`config.mk`:
```
export PLATFORM = sky130hd
export DESIGN_NAME = ecpx_window
export DESIGN_NICKNAME = d
export VERILOG_FILES = /design/src/rtl/ecpx_pkg.sv /design/src/rtl/ecpx_fifo.sv /design/src/rtl/ecpx_ctrl.sv /design/src/rtl/ecpx_rdmux.sv /design/src/rtl/ecpx_window.sv
export SDC_FILE = /design/constraint.sdc
export NUM_CORES = 1
export LEC_CHECK = 0
export ABC_CLOCK_PERIOD_IN_PS = 3100
export BUFFER_PORTS_ARGS = -buffer_cell sky130_fd_sc_hd__clkbuf_2
export CAP_MARGIN = 20
export CORE_MARGIN = 4
export CORE_UTILIZATION = 53
export CTS_BUF_LIST = sky130_fd_sc_hd__clkbuf_2 sky130_fd_sc_hd__clkbuf_4 sky130_fd_sc_hd__clkbuf_8
export DETAILED_ROUTE_END_ITERATION = 10
export GPL_TIMING_DRIVEN = 1
export PLACE_DENSITY_LB_ADDON = 0.08
export SLEW_MARGIN = 20
export SYNTH_ARGS = -nofsm -noshare
export SYNTH_HDL_FRONTEND = slang
export SYNTH_SLANG_ARGS = --single-unit
```
`constraint.sdc`:
```
create_clock -name clk -period 3.1 [get_ports clk]
set_clock_uncertainty 0.1 [all_clocks]
set_input_delay 0.155 -clock clk [delete_from_list [all_inputs] [get_ports clk]]
set_output_delay 0.155 -clock clk [all_outputs]
set_load 0.03 [all_outputs]
```
`src/rtl/ecpx_pkg.sv`:
```
package ecpx_pkg;

    typedef enum logic [2:0] {
        MODE_COMPAT  = 3'd0,
        MODE_BYTE    = 3'd1,
        MODE_PPFIFO  = 3'd2,
        MODE_ECPFIFO = 3'd3,
        MODE_EPP     = 3'd4,
        MODE_RSVD    = 3'd5,
        MODE_TEST    = 3'd6,
        MODE_CFG     = 3'd7
    } ecpx_mode_e;

    // status codes in the two low bits of the mode/control register
    localparam logic [1:0] STAT_PART  = 2'b00;
    localparam logic [1:0] STAT_EMPTY = 2'b01;
    localparam logic [1:0] STAT_FULL  = 2'b10;

    // word-width code reported by the configuration descriptor
    localparam logic [2:0] WCODE_8BIT = 3'b001;

    localparam logic [2:0] OFF_DATA = 3'd0;
    localparam logic [2:0] OFF_CFGB = 3'd1;
    localparam logic [2:0] OFF_MCTL = 3'd2;

endpackage

```
`src/rtl/ecpx_fifo.sv`:
```
module ecpx_fifo #(
    parameter int DEPTH = 2,
    parameter int DW    = 8
) (
    input  logic          clk,
    input  logic          rst_n,
    input  logic          push,
    input  logic          pop,
    input  logic          flush,
    input  logic [DW-1:0] din,
    output logic [DW-1:0] dout,
    output logic          empty,
    output logic          full
);
    localparam int PW = (DEPTH > 1) ? $clog2(DEPTH) : 1;
    localparam int CW = $clog2(DEPTH + 1);

    typedef struct packed {
        logic [DEPTH-1:0][DW-1:0] mem;
        logic [PW-1:0]            wp;
        logic [PW-1:0]            rp;
        logic [CW-1:0]            cnt;
        logic [DW-1:0]            last;
    } fifo_st_t;

    fifo_st_t st_d, st_q;

    function automatic logic [PW-1:0] bump(input logic [PW-1:0] p);
        return (p == PW'(DEPTH - 1)) ? '0 : p + 1'b1;
    endfunction

    assign empty = (st_q.cnt == '0);
    assign full  = (st_q.cnt == CW'(DEPTH));
    assign dout  = empty ? st_q.last : st_q.mem[st_q.rp];

    always_comb begin
        logic do_push;
        logic do_pop;
        st_d    = st_q;
        do_push = push && !full;
        do_pop  = pop && !empty;
        if (flush) begin
            st_d.wp  = '0;
            st_d.rp  = '0;
            st_d.cnt = '0;
        end else begin
            if (do_push) begin
                st_d.mem[st_q.wp] = din;
                st_d.wp           = bump(st_q.wp);
            end
            if (do_pop) begin
                st_d.last = st_q.mem[st_q.rp];
                st_d.rp   = bump(st_q.rp);
            end
            st_d.cnt = st_q.cnt + CW'(do_push) - CW'(do_pop);
        end
    end

    always_ff @(posedge clk or negedge rst_n) begin
        if (!rst_n) st_q <= '0;
        else        st_q <= st_d;
    end

endmodule

```
`src/rtl/ecpx_ctrl.sv`:
```
module ecpx_ctrl
    import ecpx_pkg::*;
#(
    parameter int DW = 8
) (
    input  logic          clk,
    input  logic          rst_n,
    input  logic          host_wr,
    input  logic          host_rd,
    input  logic [2:0]    host_off,
    input  logic [DW-1:0] host_wdata,
    output ecpx_mode_e    mode,
    output logic [2:0]    mid_bits,
    output logic [DW-1:0] cfgb,
    output logic [DW-1:0] plain,
    output logic          fifo_push,
    output logic          fifo_pop,
    output logic          fifo_flush
);
    typedef struct packed {
        ecpx_mode_e    mode;
        logic [2:0]    mid;
        logic [DW-1:0] cfgb;
        logic [DW-1:0] plain;
    } ctrl_st_t;

    ctrl_st_t st_d, st_q;
    logic     in_test;
    logic     rd_only;

    assign in_test = (st_q.mode == MODE_TEST);
    assign rd_only = host_rd && !host_wr;

    always_comb begin
        st_d       = st_q;
        fifo_push  = 1'b0;
        fifo_pop   = 1'b0;
        fifo_flush = 1'b0;
        if (host_wr) begin
            case (host_off)
                OFF_DATA: begin
                    if (in_test) fifo_push = 1'b1;
                    else         st_d.plain = host_wdata;
                end
                OFF_CFGB: st_d.cfgb = host_wdata;
                OFF_MCTL: begin
                    st_d.mode  = ecpx_mode_e'(host_wdata[7:5]);
                    st_d.mid   = host_wdata[4:2];
                    fifo_flush = (host_wdata[7:5] != st_q.mode);
                end
                default: ;
            endcase
        end else if (rd_only && host_off == OFF_DATA && in_test) begin
            fifo_pop = 1'b1;
        end
    end

    always_ff @(posedge clk or negedge rst_n) begin
        if (!rst_n) st_q <= '{mode: MODE_COMPAT, mid: '0, cfgb: '0, plain: '0};
        else        st_q <= st_d;
    end

    assign mode     = st_q.mode;
    assign mid_bits = st_q.mid;
    assign cfgb     = st_q.cfgb;
    assign plain    = st_q.plain;

endmodule

```
`src/rtl/ecpx_rdmux.sv`:
```
module ecpx_rdmux
    import ecpx_pkg::*;
#(
    parameter int DW = 8
) (
    input  logic [2:0]    host_off,
    input  ecpx_mode_e    mode,
    input  logic [2:0]    mid_bits,
    input  logic [DW-1:0] cfgb,
    input  logic [DW-1:0] plain,
    input  logic [DW-1:0] fifo_dout,
    input  logic          fifo_empty,
    input  logic          fifo_full,
    output logic [DW-1:0] rdata
);
    logic [1:0]    stat_code;
    logic [DW-1:0] descr;

    assign descr = DW'({1'b0, WCODE_8BIT, 4'b0000});

    always_comb begin
        if (fifo_empty)     stat_code = STAT_EMPTY;
        else if (fifo_full) stat_code = STAT_FULL;
        else                stat_code = STAT_PART;
    end

    always_comb begin
        rdata = '0;
        case (host_off)
            OFF_DATA: begin
                if (mode == MODE_TEST)     rdata = fifo_dout;
                else if (mode == MODE_CFG) rdata = descr;
                else                       rdata = plain;
            end
            OFF_CFGB: rdata = cfgb;
            OFF_MCTL: rdata = DW'({mode, mid_bits, stat_code});
            default:  rdata = '0;
        endcase
    end

endmodule

```
`src/rtl/ecpx_window.sv`:
```
module ecpx_window
    import ecpx_pkg::*;
#(
    parameter int FIFO_DEPTH = 2,
    parameter int DATA_W     = 8
) (
    input  logic              clk,
    input  logic              rst_n,
    input  logic              host_wr,
    input  logic              host_rd,
    input  logic [2:0]        host_off,
    input  logic [DATA_W-1:0] host_wdata,
    output logic [DATA_W-1:0] host_rdata
);
    ecpx_mode_e        ecr_mode;
    logic [2:0]        ecr_mid;
    logic [DATA_W-1:0] cfgb_val;
    logic [DATA_W-1:0] plain_val;
    logic [DATA_W-1:0] fifo_dout;
    logic              fifo_push;
    logic              fifo_pop;
    logic              fifo_flush;
    logic              fifo_empty;
    logic              fifo_full;

    ecpx_ctrl #(.DW(DATA_W)) u_ctrl (
        .clk        (clk),
        .rst_n      (rst_n),
        .host_wr    (host_wr),
        .host_rd    (host_rd),
        .host_off   (host_off),
        .host_wdata (host_wdata),
        .mode       (ecr_mode),
        .mid_bits   (ecr_mid),
        .cfgb       (cfgb_val),
        .plain      (plain_val),
        .fifo_push  (fifo_push),
        .fifo_pop   (fifo_pop),
        .fifo_flush (fifo_flush)
    );

    ecpx_fifo #(.DEPTH(FIFO_DEPTH), .DW(DATA_W)) u_fifo (
        .clk   (clk),
        .rst_n (rst_n),
        .push  (fifo_push),
        .pop   (fifo_pop),
        .flush (fifo_flush),
        .din   (host_wdata),
        .dout  (fifo_dout),
        .empty (fifo_empty),
        .full  (fifo_full)
    );

    ecpx_rdmux #(.DW(DATA_W)) u_rdmux (
        .host_off   (host_off),
        .mode       (ecr_mode),
        .mid_bits   (ecr_mid),
        .cfgb       (cfgb_val),
        .plain      (plain_val),
        .fifo_dout  (fifo_dout),
        .fifo_empty (fifo_empty),
        .fifo_full  (fifo_full),
        .rdata      (host_rdata)
    );

endmodule

```
==> metrics.md <==
| Metric | Value |
|---|---|
| Pwr Density | 616 mW/mm2 |
| Post-DR wirelength/cell | approximately 19 um |
| WL met2 | between 2000 and 2500 um |
| Initial antenna violation count | 0 |
| Clock share of power | 0.282 |
| Die X-Extent | 75.3 um |
| Residual DRC | 0 |
| Setup crit end | host_rdata[5] |
| Area of the core | around 0.0044 mm2 |
| Critical path fanouts, max | 6 |
| Unrepaired setup endpoints after global routing | false |
| Non-Filler Cell Area, Final | between 0.002 and 0.003 mm2 |
| Met3 WL | roughly 300 um |
| All-Layer GR Usage | 0.200 |
| Worst EP arrival | 2.10 ns |
| Syn nets | 219 |
| Cts bufs inserted | 5 |
| Root Driver | clkbuf_8 |
| Seq pwr share | 0.514 |
| Largest family of logic cells by synthesized area | multiplexers |
| Peak supply drop | between 0.0003 and 0.0004 V |
| Critical path launch point type | register |
| Fmax | 425 MHz |
| GRT Residual Overflow | 0 |
| Largest net degree at the start of global routing | 32 |
| First-pass GRT wire length | 8310 um |
| Number of distinct library cells after synthesis | 36 |
| Post-synthesis adder-cell area fraction | 0.0104 |
| CP Capture Type | primary output |
| Min cycle time layout | between 2 and 2.5 ns |
| Placed Area | about 0.0025 mm2 |
| Dpl hpwl | about 3600 um |
| Post-synth EDFFs | 0 |
| Vias per cell | 5.86 |
| Sw Share | 0.283 |
| Vias | between 1500 and 2000 |
| Compound-Gate Fraction of Synth Area | 0.101 |
| Die ar. | 0.00568 mm2 |
| Highest Signal Layer | met4 |
| Ports | 23 |
| Sw Pwr | 466 uW |
| Gate power share | 0.204 |
| CTS tree | done |
| Sink Count | 50 |
| Worst-case clock buffer depth | 2 |
| Final Net Count | 240 |
| XOR/XNOR Fraction of Synth Area | 0.0219 |
| Top post-synthesis cells by area | dfrtp_1, mux2_2, a21oi_1 |
| Die height | roughly 75 um |
| Yosys warns | 0 |
| Top FF cell, synth | dfrtp_1 |
| IO buf count | 22 |
| CP required | roughly 2.8 ns |
| Syn Std Cell Area | ~0.0024 mm2 |
| FF-to-FF Start | u_ctrl.mode[0] |
| # setup viols final | 0 |
| CP Class | register to primary output |
| Max_cap viols | 0 |
| Cts repair resizes | 0 |
| Post-Synth Simple-Gate Area | 0.108 |
| Outcome | completed |
| R2R depth | 4 |
| Mean Syn Cell Area | 11.9 um2 |
| Commonest non-fill, non-tap cell in the layout | dfrtp_1 |
| Fin. Hold Viols | 0 |
| Initial core utilization | 0.548 |
| Drt pass-1 iters | 4 |
| Worst R2R Setup Slack | 0.85 ns |
| Gpl congestion | ~0.79 |
| # H-tree levels | 2 |
| Hold/Removal Path Class | primary input to register |
| Leading area contributor after synthesis | dfrtp_1 |
| Slew Limit Headroom | 0.490 |
| Final ANT Viol Nets | 0 |
| Worst-path clk slew | ~0.090 ns |
| P_leak | 0.00122 uW |
| Slew Limit Fails | 0 |
| Synthesis-stage register bit count | 50 |
| Sequential cell area fraction in the yosys report | 0.521 |
| Cells after Synth | 202 |
| Post-synth top area share | 0.521 |
| Post-Route Setup TNS | 0 ns |
| Number of global-route vias before repair | around 1600 |
| Final period util | 0.760 |
| WL final | between 5000 and 6000 um |
| N_diodes | 0 |
| Mux cell area share after synthesis | 0.211 |
| Most frequent cells in the layout | dfrtp_1, mux2_2, clkbuf_2, a21oi_1, nor2_1 |
| WL met1 | 2330 um |
| Clock latency on the worst-skew pair | ~0.29 ns |
| P&R area growth vs syn | 11.0% |
| FP Rows | 24 |
| Initial DRC count | approximately 180 |
| Worst Max-Slew Pin Slew | 0.760 ns |
| Reg-to-Reg End | u_fifo.st_q[16] |
| Share of layout cells above drive strength 1 | 0.308 |
| Synth async-reset ratio | 1.00 |
| Cell Int Power | roughly 1200 uW |
| Start point of the critical path | u_ctrl.mode[0] |
-- sequential cells by signal, summed over array words and instances, names as in the netlist --
signal and count:
u_ctrl.cfgb 8, u_ctrl.mid_bits 3, u_ctrl.mode 3, u_ctrl.plain 8, u_fifo.st_q 28
-- layer usage --
metal,global-route usage,vias up
met5,0,-
met1,0.270,802
met4,0.0466,0
met3,0.0501,4
li1,-,768
met2,0.327,42
-- critical path: stages, from the launching register on --
cell and delay, ns:
dfrtp_1 0.43, nand3b_1 0.38, or2_2 0.48, o221ai_1 0.27
clkbuf_2 0.25
-- synthesized netlist by cell type (2+ instances only) --
master	instances
dfrtp_1	50
mux2_2	30
a21oi_1	18
nor2_1	18
a22oi_1	8
clkbuf_1	8
mux2_1	8
mux2i_1	8
nand2_1	8
o221ai_1	6
nor2b_1	4
xor2_1	4
nor3_1	3
ha_1	2
inv_1	2
nand2b_1	2
o21ai_0	2
or2_2	2
xnor2_1	2
-- worst min-delay path by stage --
stage | endpoint | start | cells past startpoint
4_1_cts | u_fifo.st_q[12] | host_wdata[0] | 2
2_1_floorplan | u_ctrl.cfgb[0] | rst_n | 0
3_3_place_gp | u_fifo.st_q[10] | rst_n | 1
6_report | u_fifo.st_q[12] | host_wdata[0] | 2
3_5_place_dp | u_fifo.st_q[10] | rst_n | 1
5_1_grt | u_fifo.st_q[20] | host_wdata[0] | 2
-- layout make-up --
cell class,count,area (um2)
well taps,52,65.1
clock inverters,1,30.0
clock buffers,7,83.8
repair buffers,26,143
multi-input cells,138,1090
fillers,374,1720
flip-flops and latches,50,1250
inverters,2,7.51
-- metrics by stage --
step	hold WS [ns]	total power [uW]	util	worst slack [ns]	std cells
final	0.0266	1640	0.608	0.745	276
after global routing	0.0371	1740	0.608	0.586	276
after CTS	0.0158	1660	0.608	0.748	276
after detailed placement	0.0452	1190	0.580	0.685	267
after global placement	0.0213	1180	0.580	0.781	267
after floorplan	-0.241	1080	-	0.640	202
-- cell families (layout without fill, tap and decap cells) --
group | after synthesis | after routing
flip-flops | 50 | 50
buffers and inverters | 14 | 36
XOR/XNOR | 6 | 6
AO/OA/AOI/OAI | 38 | 38
adder cells (fa/ha/maj) | 2 | 2
AND/OR/NAND/NOR | 46 | 46
multiplexers | 46 | 46
-- timing repair --
action,in CTS,in global routing
hold endpoints to repair,19,0
buffers inserted,0,0
hold buffers,1,0
-- power groups by stage --
stage          clock network, uW  registers (uW)  logic [uW]
2_1_floorplan                  0             822         263
3_3_place_gp                   0             850         327
3_5_place_dp                   0             857         338
4_1_cts                      476             843         340
5_1_grt                      506             860         374
6_report                     463             845         336
No activity file was read; power rests on OpenSTA's default activity.
